File: config.mk
export PLATFORM = sky130hd
export DESIGN_NAME = rstc_top
export DESIGN_NICKNAME = d
export VERILOG_FILES = /design/src/rtl/rstc_pkg.sv /design/src/rtl/rstc_src_detect.sv /design/src/rtl/rstc_arbiter.sv /design/src/rtl/rstc_init_values.sv /design/src/rtl/rstc_top.sv
export SDC_FILE = /design/constraint.sdc
export NUM_CORES = 1
export LEC_CHECK = 0
export BUFFER_PORTS_ARGS = -buffer_cell sky130_fd_sc_hd__buf_2
export CAP_MARGIN = 20
export CORE_UTILIZATION = 57
export CTS_CLUSTER_DIAMETER = 80
export DETAILED_ROUTE_END_ITERATION = 8
export PLACE_DENSITY = 0.95
export SLEW_MARGIN = 10
export SYNTH_ARGS = -nofsm -noshare
export SYNTH_HDL_FRONTEND = slang
export SYNTH_HIERARCHICAL = 1
export SYNTH_SLANG_ARGS = --single-unit
File: constraint.sdc
create_clock -name clk_i -period 1.6 [get_ports clk_i]
set_input_delay 0.16 -clock clk_i [delete_from_list [all_inputs] [get_ports clk_i]]
set_output_delay 0.16 -clock clk_i [all_outputs]
set_load 0.01 [all_outputs]
File: src/rtl/rstc_pkg.sv
package rstc_pkg;

    typedef enum logic [1:0] {
        RK_NONE   = 2'b00,
        RK_POWER  = 2'b01,
        RK_MANUAL = 2'b10
    } rst_kind_e;

    // status register bit positions consumed by the core
    localparam int unsigned SR_MD_BIT = 30;
    localparam int unsigned SR_RB_BIT = 29;
    localparam int unsigned SR_BL_BIT = 28;
    localparam int unsigned SR_FD_BIT = 15;
    localparam int unsigned SR_IM_LSB = 4;
    localparam int unsigned SR_IM_W   = 4;

    // manual-reset source indices
    localparam int unsigned MSRC_PIN = 0;
    localparam int unsigned MSRC_EXC = 1;
    localparam int unsigned MSRC_WDT = 2;
    localparam int unsigned MSRC_N   = 3;

endpackage

File: src/rtl/rstc_src_detect.sv
module rstc_src_detect
    import rstc_pkg::*;
(
    input  logic              pin_rst_ni,
    input  logic              pin_mode_i,
    input  logic              sr_block_i,
    input  logic              exc_req_i,
    input  logic              exc_brk_i,
    input  logic              wdt_ovf_i,
    input  logic              wdt_timer_mode_i,
    input  logic              wdt_rst_sel_i,
    output logic              por_req_o,
    output logic [MSRC_N-1:0] man_req_o
);

    logic pin_low;

    always_comb begin
        pin_low             = ~pin_rst_ni;
        por_req_o           = pin_low & pin_mode_i;
        man_req_o           = '0;
        man_req_o[MSRC_PIN] = pin_low & ~pin_mode_i;
        man_req_o[MSRC_EXC] = exc_req_i & sr_block_i & ~exc_brk_i;
        man_req_o[MSRC_WDT] = wdt_ovf_i & wdt_timer_mode_i & wdt_rst_sel_i;
    end

endmodule

File: src/rtl/rstc_arbiter.sv
module rstc_arbiter
    import rstc_pkg::*;
#(
    parameter int unsigned N_MAN = 3
) (
    input  logic             por_req_i,
    input  logic [N_MAN-1:0] man_req_i,
    output rst_kind_e        kind_o
);

    logic any_man;

    always_comb begin
        any_man = |man_req_i;
        if (por_req_i) begin
            kind_o = RK_POWER;
        end else if (any_man) begin
            kind_o = RK_MANUAL;
        end else begin
            kind_o = RK_NONE;
        end
    end

endmodule

File: src/rtl/rstc_init_values.sv
module rstc_init_values
    import rstc_pkg::*;
#(
    parameter int unsigned          XLEN     = 32,
    parameter int unsigned          EVT_W    = 12,
    parameter logic [EVT_W-1:0]     POR_CODE = 12'h000,
    parameter logic [EVT_W-1:0]     MAN_CODE = 12'h020
) (
    input  rst_kind_e         kind_i,
    output logic [EVT_W-1:0]  evt_o,
    output logic [XLEN-1:0]   vbase_o,
    output logic [XLEN-1:0]   sr_o
);

    logic [XLEN-1:0] sr_img;

    generate
        for (genvar b = 0; b < XLEN; b++) begin : g_sr_bit
            if (b == SR_MD_BIT || b == SR_RB_BIT || b == SR_BL_BIT) begin : g_one
                assign sr_img[b] = 1'b1;
            end else if (b >= SR_IM_LSB && b < SR_IM_LSB + SR_IM_W) begin : g_mask
                assign sr_img[b] = 1'b1;
            end else begin : g_zero
                assign sr_img[b] = 1'b0;
            end
        end
    endgenerate

    always_comb begin
        vbase_o = '0;
        sr_o    = sr_img;
        evt_o   = (kind_i == RK_POWER) ? POR_CODE : MAN_CODE;
    end

endmodule

File: src/rtl/rstc_top.sv
module rstc_top
    import rstc_pkg::*;
#(
    parameter int unsigned          XLEN     = 32,
    parameter int unsigned          EVT_W    = 12,
    parameter logic [EVT_W-1:0]     POR_CODE = 12'h000,
    parameter logic [EVT_W-1:0]     MAN_CODE = 12'h020,
    parameter logic [31:0]          ENTRY_PC = 32'hA000_0000
) (
    input  logic             clk_i,
    input  logic             rst_ni,
    input  logic             pin_rst_ni,
    input  logic             pin_mode_i,
    input  logic             sr_block_i,
    input  logic             exc_req_i,
    input  logic             exc_brk_i,
    input  logic             wdt_ovf_i,
    input  logic             wdt_timer_mode_i,
    input  logic             wdt_rst_sel_i,
    output logic [1:0]       rst_kind_o,
    output logic             periph_rst_o,
    output logic [EVT_W-1:0] evt_code_o,
    output logic [XLEN-1:0]  vbase_o,
    output logic [XLEN-1:0]  sr_init_o,
    output logic             pc_load_o,
    output logic [XLEN-1:0]  pc_value_o
);

    localparam logic [XLEN-1:0] ENTRY_X = XLEN'(ENTRY_PC);

    typedef struct packed {
        rst_kind_e        kind;
        logic             strobe;
        logic [EVT_W-1:0] evt;
        logic [XLEN-1:0]  vbase;
        logic [XLEN-1:0]  sr;
        logic             pc_load;
        logic [XLEN-1:0]  pc;
    } state_t;

    state_t state_d, state_q;

    logic              por_req;
    logic [MSRC_N-1:0] man_req;
    rst_kind_e         kind_now;
    logic [EVT_W-1:0]  evt_new;
    logic [XLEN-1:0]   vbase_new;
    logic [XLEN-1:0]   sr_new;

    rstc_src_detect u_detect (
        .pin_rst_ni       (pin_rst_ni),
        .pin_mode_i       (pin_mode_i),
        .sr_block_i       (sr_block_i),
        .exc_req_i        (exc_req_i),
        .exc_brk_i        (exc_brk_i),
        .wdt_ovf_i        (wdt_ovf_i),
        .wdt_timer_mode_i (wdt_timer_mode_i),
        .wdt_rst_sel_i    (wdt_rst_sel_i),
        .por_req_o        (por_req),
        .man_req_o        (man_req)
    );

    rstc_arbiter #(
        .N_MAN (MSRC_N)
    ) u_arb (
        .por_req_i (por_req),
        .man_req_i (man_req),
        .kind_o    (kind_now)
    );

    rstc_init_values #(
        .XLEN     (XLEN),
        .EVT_W    (EVT_W),
        .POR_CODE (POR_CODE),
        .MAN_CODE (MAN_CODE)
    ) u_init (
        .kind_i  (kind_now),
        .evt_o   (evt_new),
        .vbase_o (vbase_new),
        .sr_o    (sr_new)
    );

    always_comb begin
        state_d         = state_q;
        state_d.kind    = kind_now;
        state_d.strobe  = (kind_now != RK_NONE);
        state_d.pc_load = state_q.strobe & (kind_now == RK_NONE);
        if (kind_now != RK_NONE) begin
            state_d.evt   = evt_new;
            state_d.vbase = vbase_new;
            state_d.sr    = sr_new;
        end
        if (state_d.pc_load) begin
            state_d.pc = ENTRY_X;
        end
    end

    always_ff @(posedge clk_i or negedge rst_ni) begin
        if (!rst_ni) begin
            state_q <= '{kind: RK_NONE, strobe: 1'b0, evt: '0, vbase: '0,
                         sr: '0, pc_load: 1'b0, pc: '0};
        end else begin
            state_q <= state_d;
        end
    end

    assign rst_kind_o   = state_q.kind;
    assign periph_rst_o = state_q.strobe;
    assign evt_code_o   = state_q.evt;
    assign vbase_o      = state_q.vbase;
    assign sr_init_o    = state_q.sr;
    assign pc_load_o    = state_q.pc_load;
    assign pc_value_o   = state_q.pc;

endmodule

# == Word level (Yosys, flattened, before mapping) ==
# Cells that the tools add are included.
# word_totals
ff_bits,18
latch_bits,0
ram_bits,0
rom_bits,0
input_bits,10
output_inout_bits,112
n_memories,0
# classes
add_sub_neg,0
mul,0
div_mod_pow,0
order_cmp,0
eq_ne,1
n_shift,0
mux,3
bitwise_logic,10
reduce_logical,3
# op_table
operator,n
1-bit AND,7
6-bit 2-to-1 mux,1
2-bit 2-to-1 mux,2
1-bit inverter,3
3-bit OR reduction,1
2-bit by 1-bit equality test with 1-bit output (second input constant),1
2-bit zero test,1
2-bit nonzero test,1

# == Logic depth before layout (Yosys ltp) ==
# Gate-level depths: netlist of run 1.
# logic_depth
depth_word,7
depth_mapped,8
ltp_nobuf,6

# == Cells and area by module ==
# Netlist of run 1, hierarchy kept.
# modules_own_cells
mod,instances,cells_per_inst,area_each_um2,seq_area_each_um2
rstc_top,1,201,3316.9,2026.9
rstc_init_values,1,78,576.8,0.0
rstc_src_detect,1,4,25.0,0.0
rstc_arbiter,1,3,16.3,0.0

# == Worst setup path after synthesis of run 1 ==
# Ideal clock, no wire load.
# synth_path
kind,input -> register
from,input port sr_block_i
to,"register, netlist name sr_init_o[4]"
setup_time_ns,0.125
t_arrival_ns,1.337
required_ns,1.475
path_slack_ns,0.138
cell_stages,8
n_path_buf,2
cell_sequence,and3b_1 > nor3_1 > nor2_1 > nor2_2 > inv_2 > buf_6 > buf_6 > mux2_4
# synth_between
elab_chain_len,6
# synth_lines
item,line_no,source
from (decl),rstc_top.sv:14,"input logic sr_block_i,"
1-bit AND (2 in series),rstc_src_detect.sv:23,man_req_o[MSRC_EXC] = exc_req_i & sr_block_i & ~exc_brk_i;
3-bit OR reduction,rstc_arbiter.sv:14,any_man = |man_req_i;
2-bit 2-to-1 mux,rstc_arbiter.sv:17,end else if (any_man) begin
2-bit 2-to-1 mux,rstc_arbiter.sv:15,if (por_req_i) begin
via kind_now[1],rstc_top.sv:45,rst_kind_e kind_now;
2-bit nonzero test,rstc_top.sv:88,if (kind_now != RK_NONE) begin
# The timed path passes the listed nets, and every way through them passes these cells.
# A chain may end at the register's enable or synchronous reset.

# == Final worst setup path of run 1 ==
# layout_path
from,input port sr_block_i
to,"register, netlist name sr_init_o[7]"
# layout_between
elab_chain_len,6
# layout_lines
item,line_no,source
1-bit AND (2 in series),rstc_src_detect.sv:23,
via man_req[1],rstc_top.sv:44,logic [MSRC_N-1:0] man_req;
3-bit OR reduction,rstc_arbiter.sv:14,
2-bit 2-to-1 mux,rstc_arbiter.sv:17,
2-bit 2-to-1 mux,rstc_arbiter.sv:15,
via kind_now[1],rstc_top.sv:45,
2-bit nonzero test,rstc_top.sv:88,
# The timed path passes the listed nets, and every way through them passes these cells.

==> results of run 1 <==
## area by class of cell
| cell class | instances | area [um^2] | share of cell area |
|---|---|---|---|
| Clock inverter | 5 | 150 | 0.0340 |
| Clock buffer | 11 | 141 | 0.0320 |
| Sequential cell | 81 | 2030 | 0.459 |
| Tap cell | 77 | 96.3 | 0.0218 |
| Inverter | 1 | 5.00 | 0.00113 |
| Multi-Input combinational cell | 191 | 1420 | 0.321 |
| Timing Repair Buffer | 100 | 578 | 0.131 |
## through the flow
step	cell area, um^2	std cells	hold WS [ns]
final	4420	466	0.142
after global routing	4420	466	0.138
after CTS	4420	466	0.128
after detailed placement	4120	449	0.227
after global placement	4120	449	0.213
after floorplan	4320	388	-0.136
## layout by cell type, fill, tap and decap left out
cell           netlist  routed
nand2b_1             1       1
and3_1               1       1
clkinv_2             0       1
buf_4              107       5
a21o_1               1       1
mux2_2              47      47
clkbuf_1             0       1
nor2b_1              1       1
nor3_1               1       1
bufinv_16            0       5
nor2_1               2       2
dlygate4sd3_1        0       1
buf_2                4      90
dfrtp_1             81      81
nor2_2               1       1
mux2_4              29      29
clkbuf_8             0      10
and3b_1              1       1
conb_1               3     105
and2_1               1       1
buf_12               0       4
## cells in the mapped netlist (2+ instances only)
| master | number |
|---|---|
| mux2_2 | 47 |
| mux2_4 | 29 |
| buf_6 | 4 |
| dfrtp_1 | 81 |
| conb_1 | 3 |
| buf_4 | 107 |
| nor2_1 | 2 |
| buf_2 | 4 |
## logic make-up (layout without fill, tap and decap cells)
family,after synthesis,in the layout,synth area share
buf+inv,116,117,0.222
flops,81,81,0.515
mux,76,76,0.245
simple gates,9,9,0.0134
other cells,3,105,0.00286
compound gates,1,1,0.00191
## state kept, by name (all words and copies together) (netlist names)
signal and count:
sr_init_o 32, vbase_o 32, periph_rst_o 1, pc_load_o 1
pc_value_o 1, rst_kind_o 2, evt_code_o 12
## path summary, 6_finish.rpt
kind / depth (start not counted) / endpoint
setup reg to reg: 1 / sr_init_o[10]$_DFFE_PN0P_
setup / recovery: 8 / sr_init_o[7]$_DFFE_PN0P_
hold / removal: 3 / rst_kind_o[0]$_DFF_PN0_
max in group asynchronous: 3 / sr_init_o[24]$_DFFE_PN0P_
min in group asynchronous: 3 / vbase_o[24]$_DFFE_PN0P_
hold reg to reg: 1 / pc_value_o[29]$_DFFE_PN0P_
## layer usage
layer  GRT usage  vias up  routed length, um
met3      0.0613       11                383
met4      0.0663        0                 91
li1            -      925                  -
met2       0.284       78               2870
met5           0        -                  0
met1       0.216      986               2480
## power by group through the flow
stage / clock network (mW) / logic [mW] / registers (mW)
2_1_floorplan: 0 / 0.721 / 2.67
3_3_place_gp: 0 / 1.10 / 2.53
3_5_place_dp: 0 / 1.14 / 2.54
4_1_cts: 2.15 / 1.14 / 2.51
5_1_grt: 2.23 / 1.22 / 2.54
6_report: 2.10 / 1.13 / 2.50
==> results.yml, run 1 <==
synth:
  seq_area_frac_synth: 0.515
  netlist_instances: 286
  async_flop_share: 1.00
  ys.warnings.count: 6
  synth_top_area_frac: 0.515
  synth_top_area_cell: "dfrtp_1"
  synthDistinctLibCells: 17
  synth-edff-count: 0
  syn_area_um2: 3940
  yosys_most_used_dff: "dfrtp_1"
  synth.avg_cell_area_um2: 13.8
  ys_ff_latch: 81
  synth_area_leaders: "dfrtp_1 52%, buf_4 20%, mux2_2 13%, mux2_4 11%, buf_6 1.1%"
pwr:
  combPwrFrac: 0.197
  p_int_mw: 4.34
  p_seq_frac: 0.437
  peakVddDrop_mv: 0.729
  swShare: 0.243
  power_mw: 5.73
  power_density_nw_per_um2: 1300
  clockPowerShare: 0.367
  power.leakage_nw: 2.30
  switching_power_mw: 1.40
min_path:
  hp-start: "pin_rst_ni"
  hold_path.class: "input pin to register"
critical_path:
  cp_top_family: "simple AND/OR/NAND/NOR gates"
  arrival_ns: 1.55
  worstSetupStartpoint: "sr_block_i"
  critPathLaunchType: "input pin"
  worst_setup_path_end_kind: "register"
  crit_fanout: 26
  reg2reg_setup_slack_ns: 0.81
  crit_required_ns: 1.83
  worstSetupPathType: "input pin to register"
  cp_num_buf_inv: 3
  slowest_delay_ns: 0.31
  reg2reg_from: "sr_init_o[10]$_DFFE_PN0P_"
  crit_path_cell_trace: "buf_2 -> and3b_1 -> nor3_1 -> nor2_1 -> nor2_2 -> clkinv_2 -> buf_12 -> mux2_4"
  critPathSlowestCell: "mux2_4"
drt:
  wire_per_inst_um: 12.5
  first_iter_violations: 45
  drt-total-wl_um: 5820
  ant_nets: 0
  drt_pass1_iterations: 3
  via_per_inst: 4.29
  vias: 2000
  route.detailed.drc: 0
sta:
  finClkSkew_ns: 0.00526
  rsz0062_at_grt: "no"
  period_share: 0.825
  hold_viol: 0
  final.min_clock_period_ns: 1.32
  final.setup.tns_ns: 0
  drv_slew: 0
  setup_slack_ns: 0.280
  finalSetupViolations: 0
  fmax_mhz: 758
outcome:
  status: "finished clean"
floorplan:
  initial_core_util: 0.606
  die_area_um2: 7240
  ios: 122
  fp.dieW_um: 85.1
  rows: 29
  coreArea_um2: 6490
  die_h_um: 85.1
placed_design:
  dp_hpwl_um: 4150
  gp_congestion: 0.725
  io_buffers: 91
  pre_cts_slack_ns: -0.0722
cts:
  clk_pin_slew_ns: 0.07
  cts_htree_levels: 3
  tritoncts: "yes"
  clk_latency_ns: 0.34
  postCtsSetupBuffers: 0
  cts.sinks: 81
  ctsResizeCount: 0
  cts-buffers-inserted: 9
  postCtsHoldBufs: 1
  ctsRootBufferMaster: "clkbuf_8"
  cts_buffer_depth: 2
grt:
  grt_max_degree: 82
  grt_usage: 0.175
  first_global_vias: 2059
  antenna_found_initial: 0
  grt_pass1_wl_um: 9700
  gr-total-overflow: 0
final_layout:
  num-fill-cells: 503
  fin_util: 0.680
  area_growth_pct: 12.2
  num-nets-final: 394
  diodes: 0
  drive_gt1_frac: 0.494
run:
  maxCapViolCount: 0
No activity file was read; power rests on OpenSTA's default activity.
==> run 2: changes to the inputs <==
CORE_UTILIZATION = 49   (was 57)
PLACE_DENSITY = 0.87   (was 0.95)
clock period = 1.2 ns   (was 1.6 ns; I/O delays follow)
==> results.yml, run 2 (synthesis gave the netlist of run 1 again) <==
outcome:
  status: "finished clean"
final_layout:
  area_growth_pct: 13.9
  fin_area_um2: 4480
  fin_util: 0.580
  drive_gt1_frac: 0.505
  final_cell_mix: "105 x conb_1, 90 x buf_2, 81 x dfrtp_1"
  final_common_cell: "conb_1"
  num-nets-final: 399
  diodes: 0
cts:
  clk_latency_ns: 0.32
  cts-buffers-inserted: 9
  cts_htree_levels: 3
  cts.sinks: 81
  tritoncts: "yes"
  cts_buffer_depth: 2
  clk_pin_slew_ns: 0.08
  ctsRootBufferMaster: "clkbuf_8"
critical_path:
  worst_setup_path_end_kind: "register"
  crit_required_ns: 1.42
  critPathSlowestCell: "mux2_2"
  crit_path_cell_trace: "buf_2 -> and3b_1 -> nor3_4 -> nor2_2 -> nor2_4 -> inv_6 -> buf_6 -> mux2_2"
  reg2reg_setup_slack_ns: 0.42
  slowest_delay_ns: 0.34
  worstSetupPathType: "input pin to register"
  reg2reg_to: "evt_code_o[9]$_DFFE_PN0P_"
  reg2reg_depth: 1
  cp_num_buf_inv: 3
  reg2reg_from: "evt_code_o[9]$_DFFE_PN0P_"
  critPathLaunchType: "input pin"
  arrival_ns: 1.40
  cp_top_family: "simple AND/OR/NAND/NOR gates"
  worstSetupStartpoint: "exc_brk_i"
  crit_path_end: "evt_code_o[0]$_DFFE_PN0P_"
  crit_fanout: 10
  critical_path_depth: 8
grt:
  antenna_found_initial: 0
  grt_usage: 0.150
  gr-total-overflow: 0
  first_global_vias: 2010
  grt_max_degree: 82
  grt_pass1_wl_um: 9780
placed_design:
  dp_hpwl_um: 4120
  placed_area_um2: 4140
  gp_congestion: 0.680
  io_buffers: 91
sta:
  hold_viol: 0
  finClkSkew_ns: 0.000286
  drv_slew: 0
  period_share: 0.980
  finalSetupViolations: 0
  rsz0062_at_grt: "yes"
  fmax_mhz: 850
  final.min_clock_period_ns: 1.18
  final.setup.tns_ns: 0
drt:
  first_iter_violations: 28
  route.detailed.drc: 0
  via_per_inst: 4.05
  ant_nets: 0
  wire_per_inst_um: 12.7
  drt_pass1_iterations: 4
  drt-total-wl_um: 6320
  vias: 2009
floorplan:
  coreArea_um2: 7730
  initial_core_util: 0.509
  rows: 32
  ios: 122
  die_area_um2: 8390
  fp.dieW_um: 91.6
  die_h_um: 91.6
pwr:
  power_density_nw_per_um2: 1570
  power.leakage_nw: 2.31
  peakVddDrop_mv: 0.831
min_path:
  hold_path.class: "input pin to register"
run:
  maxCapViolCount: 0
run 2: per-layer routing:
layer | share of wire | global-route usage | vias up
met2 | 0.53 | 0.253 | 67
li1 | - | - | 933
met1 | 0.41 | 0.186 | 1002
met3 | 0.045 | 0.0323 | 7
met4 | 0.011 | 0.0648 | 0
met5 | 0 | 0 | -
run 2: final cells by class:
| type | count | area [um^2] |
|---|---|---|
| Tap cell | 102 | 128 |
| Inverter | 1 | 8.76 |
| Timing Repair Buffer | 105 | 663 |
| Fill cell | 654 | 3250 |
| Multi-Input combinational cell | 191 | 1440 |
| Clock buffer | 11 | 131 |
| Clock inverter | 5 | 80.1 |
| Sequential cell | 81 | 2030 |
run 2: worst min path at each step:
stage	from	end	slack, ns	depth (start not counted)
finish	pin_rst_ni	rst_kind_o[0]$_DFF_PN0_	0.13	3
global route	pin_rst_ni	rst_kind_o[0]$_DFF_PN0_	0.12	3
CTS	pin_rst_ni	rst_kind_o[0]$_DFF_PN0_	0.11	3
detailed placement	rst_ni	vbase_o[13]$_DFFE_PN0P_	0.18	2
floorplan	rst_ni	evt_code_o[0]$_DFFE_PN0P_	-0.18	0
global placement	rst_ni	vbase_o[13]$_DFFE_PN0P_	0.17	2
run 2: what timing repair did:
item,CTS,global route
buffers inserted,0,1
hold endpoints to repair,81,0
gates cloned,0,4
pin swaps,1,0
setup endpoints to repair,28,73
gates resized for setup,0,6
hold buffers,1,0
run 2: stage by stage:
step	power, mW	setup slack, ns	hold WS (ns)	instances
4_1_cts	7.02	-0.0103	0.111	491
2_1_floorplan	4.54	-0.184	-0.176	388
5_1_grt	7.42	-0.0150	0.124	496
3_5_place_dp	4.90	-0.384	0.182	474
3_3_place_gp	4.82	-0.358	0.175	474
6_report	7.03	0.0241	0.128	496
run 2: where the power goes:
part           internal, mW  switching (mW)
registers              3.13           0.214
logic                 0.845           0.736
clock network          1.17           0.939
total                  5.14            1.89
==> run 3: changes to the inputs <==
CELL_PAD_IN_SITES_DETAIL_PLACEMENT = 0   (was unset)
CELL_PAD_IN_SITES_GLOBAL_PLACEMENT = 1   (was unset)
CORE_UTILIZATION = 39   (was 49)
PLACE_DENSITY = unset   (was 0.87)
PLACE_DENSITY_LB_ADDON = 0.1   (was unset)
==> results.yml, run 3 (synthesis gave the netlist of run 1 again) <==
critical_path:
  arrival_ns: 1.42
  slowest_delay_ns: 0.37
  cp_top_family: "simple AND/OR/NAND/NOR gates"
  worstSetupPathType: "input pin to register"
  critPathLaunchType: "input pin"
  cp_num_buf_inv: 3
  worst_setup_path_end_kind: "register"
  crit_required_ns: 1.43
  critPathSlowestCell: "mux2_2"
  crit_fanout: 42
  crit_path_cell_trace: "buf_2 -> and3b_1 -> nor3_2 -> nor2_1 -> nor2_2 -> clkinv_2 -> buf_12 -> mux2_2"
drt:
  route.detailed.drc: 0
  drt-total-wl_um: 5870
  via_per_inst: 3.73
  drt_pass1_iterations: 4
  ant_nets: 0
  vias: 1938
  wire_per_inst_um: 11.3
  first_iter_violations: 38
placed_design:
  dp_hpwl_um: 3920
  io_buffers: 91
  gp_congestion: 0.638
  pre_cts_slack_ns: -0.375
sta:
  finClkSkew_ns: 0.000419
  drv_slew: 0
  final.min_clock_period_ns: 1.19
  fmax_mhz: 840
  setup_slack_ns: 0.00966
  period_share: 0.992
  hold_viol: 0
  rsz0062_at_grt: "yes"
  finalSetupViolations: 0
grt:
  gr-total-overflow: 0
  grt_usage: 0.118
  grt_max_degree: 82
  antenna_found_initial: 0
  first_global_vias: 1760
  grt_pass1_wl_um: 8990
final_layout:
  area_growth_pct: 10.8
  drive_gt1_frac: 0.495
  diodes: 0
  final_common_cell: "conb_1"
  num-fill-cells: 981
  final_cell_mix: "105 x conb_1, 88 x buf_2, 81 x dfrtp_1"
  fin_util: 0.446
  num-nets-final: 394
  seq_area_um2: 2030
  multiInputGateArea_um2: 1430
cts:
  postCtsSetupBuffers: 0
  tritoncts: "yes"
  ctsRootBufferMaster: "clkbuf_8"
  cts-buffers-inserted: 9
  cts_htree_levels: 3
  cts.sinks: 81
  clk_latency_ns: 0.34
  clk_pin_slew_ns: 0.07
  cts_buffer_depth: 2
floorplan:
  coreArea_um2: 9770
  ios: 122
  initial_core_util: 0.403
  fp.dieW_um: 102
  die_h_um: 102
  die_area_um2: 10500
  rows: 36
pwr:
  p_int_mw: 4.80
  switching_power_mw: 1.80
  power.leakage_nw: 2.24
  swShare: 0.273
  power_density_nw_per_um2: 1510
  clockPowerShare: 0.272
  combPwrFrac: 0.225
  peakVddDrop_mv: 0.482
  power_mw: 6.60
  p_seq_frac: 0.504
run:
  maxCapViolCount: 0
outcome:
  status: "finished clean"
min_path:
  hold_path.class: "input pin to register"
==> run 3: area by class of cell <==
type / instances / share of cell area
clock buffers: 13 / 0.0387
inverters: 1 / 0.00115
multi-input cells: 191 / 0.328
flip-flops and latches: 81 / 0.465
well taps: 133 / 0.0382
repair buffers: 100 / 0.130
==> run 3: path summary, 6_finish.rpt <==
kind                                                 start  slack [ns]                          to  cells after the start
max in group asynchronous                           rst_ni        0.51   sr_init_o[30]$_DFFE_PN0P_                      3
worst max-delay path                             exc_brk_i        0.01   evt_code_o[1]$_DFFE_PN0P_                      8
worst min register to register  pc_value_o[29]$_DFFE_PN0P_        0.50  pc_value_o[29]$_DFFE_PN0P_                      1
worst max register to register    sr_init_o[6]$_DFFE_PN0P_        0.43    sr_init_o[6]$_DFFE_PN0P_                      1
min in group asynchronous                           rst_ni        0.33      vbase_o[9]$_DFFE_PN0P_                      3
worst min-delay path                            pin_rst_ni        0.11     rst_kind_o[0]$_DFF_PN0_                      3
==> run 3: power by group through the flow <==
stage / sequential [mW] / clock, mW / combinational (mW)
global placement: 3.37 / 0 / 1.49
floorplan: 3.57 / 0 / 0.973
CTS: 3.34 / 1.91 / 1.51
detailed placement: 3.39 / 0 / 1.51
finish: 3.32 / 1.79 / 1.48
global route: 3.39 / 2.00 / 1.64
==> run 3: layer usage <==
| layer | vias up | track usage | wire length [um] |
|---|---|---|---|
| met5 | - | 0 | 0 |
| met4 | 0 | 0.0824 | 125 |
| met3 | 10 | 0.0404 | 391 |
| met2 | 72 | 0.152 | 2460 |
| met1 | 937 | 0.164 | 2900 |
| li1 | 919 | - | - |
==> run 3: what timing repair did <==
action | in CTS | in global routing
resized for setup | 0 | 2
endpoints found under the hold margin | 81 | 0
endpoints found under the setup margin | 0 | 48
hold buffers | 1 | 0
==> run 3: per-stage QoR <==
stage / cell area [um^2] / hold slack, ns / TNS [ns] / cells
final: 4360 / 0.113 / 0 / 519
after global routing: 4360 / 0.0954 / -0.697 / 519
after CTS: 4350 / 0.0863 / 0 / 519
after detailed placement: 4170 / 0.194 / -24.66 / 505
after global placement: 4170 / 0.194 / -23.64 / 505
after floorplan: 4340 / -0.176 / -10.02 / 388
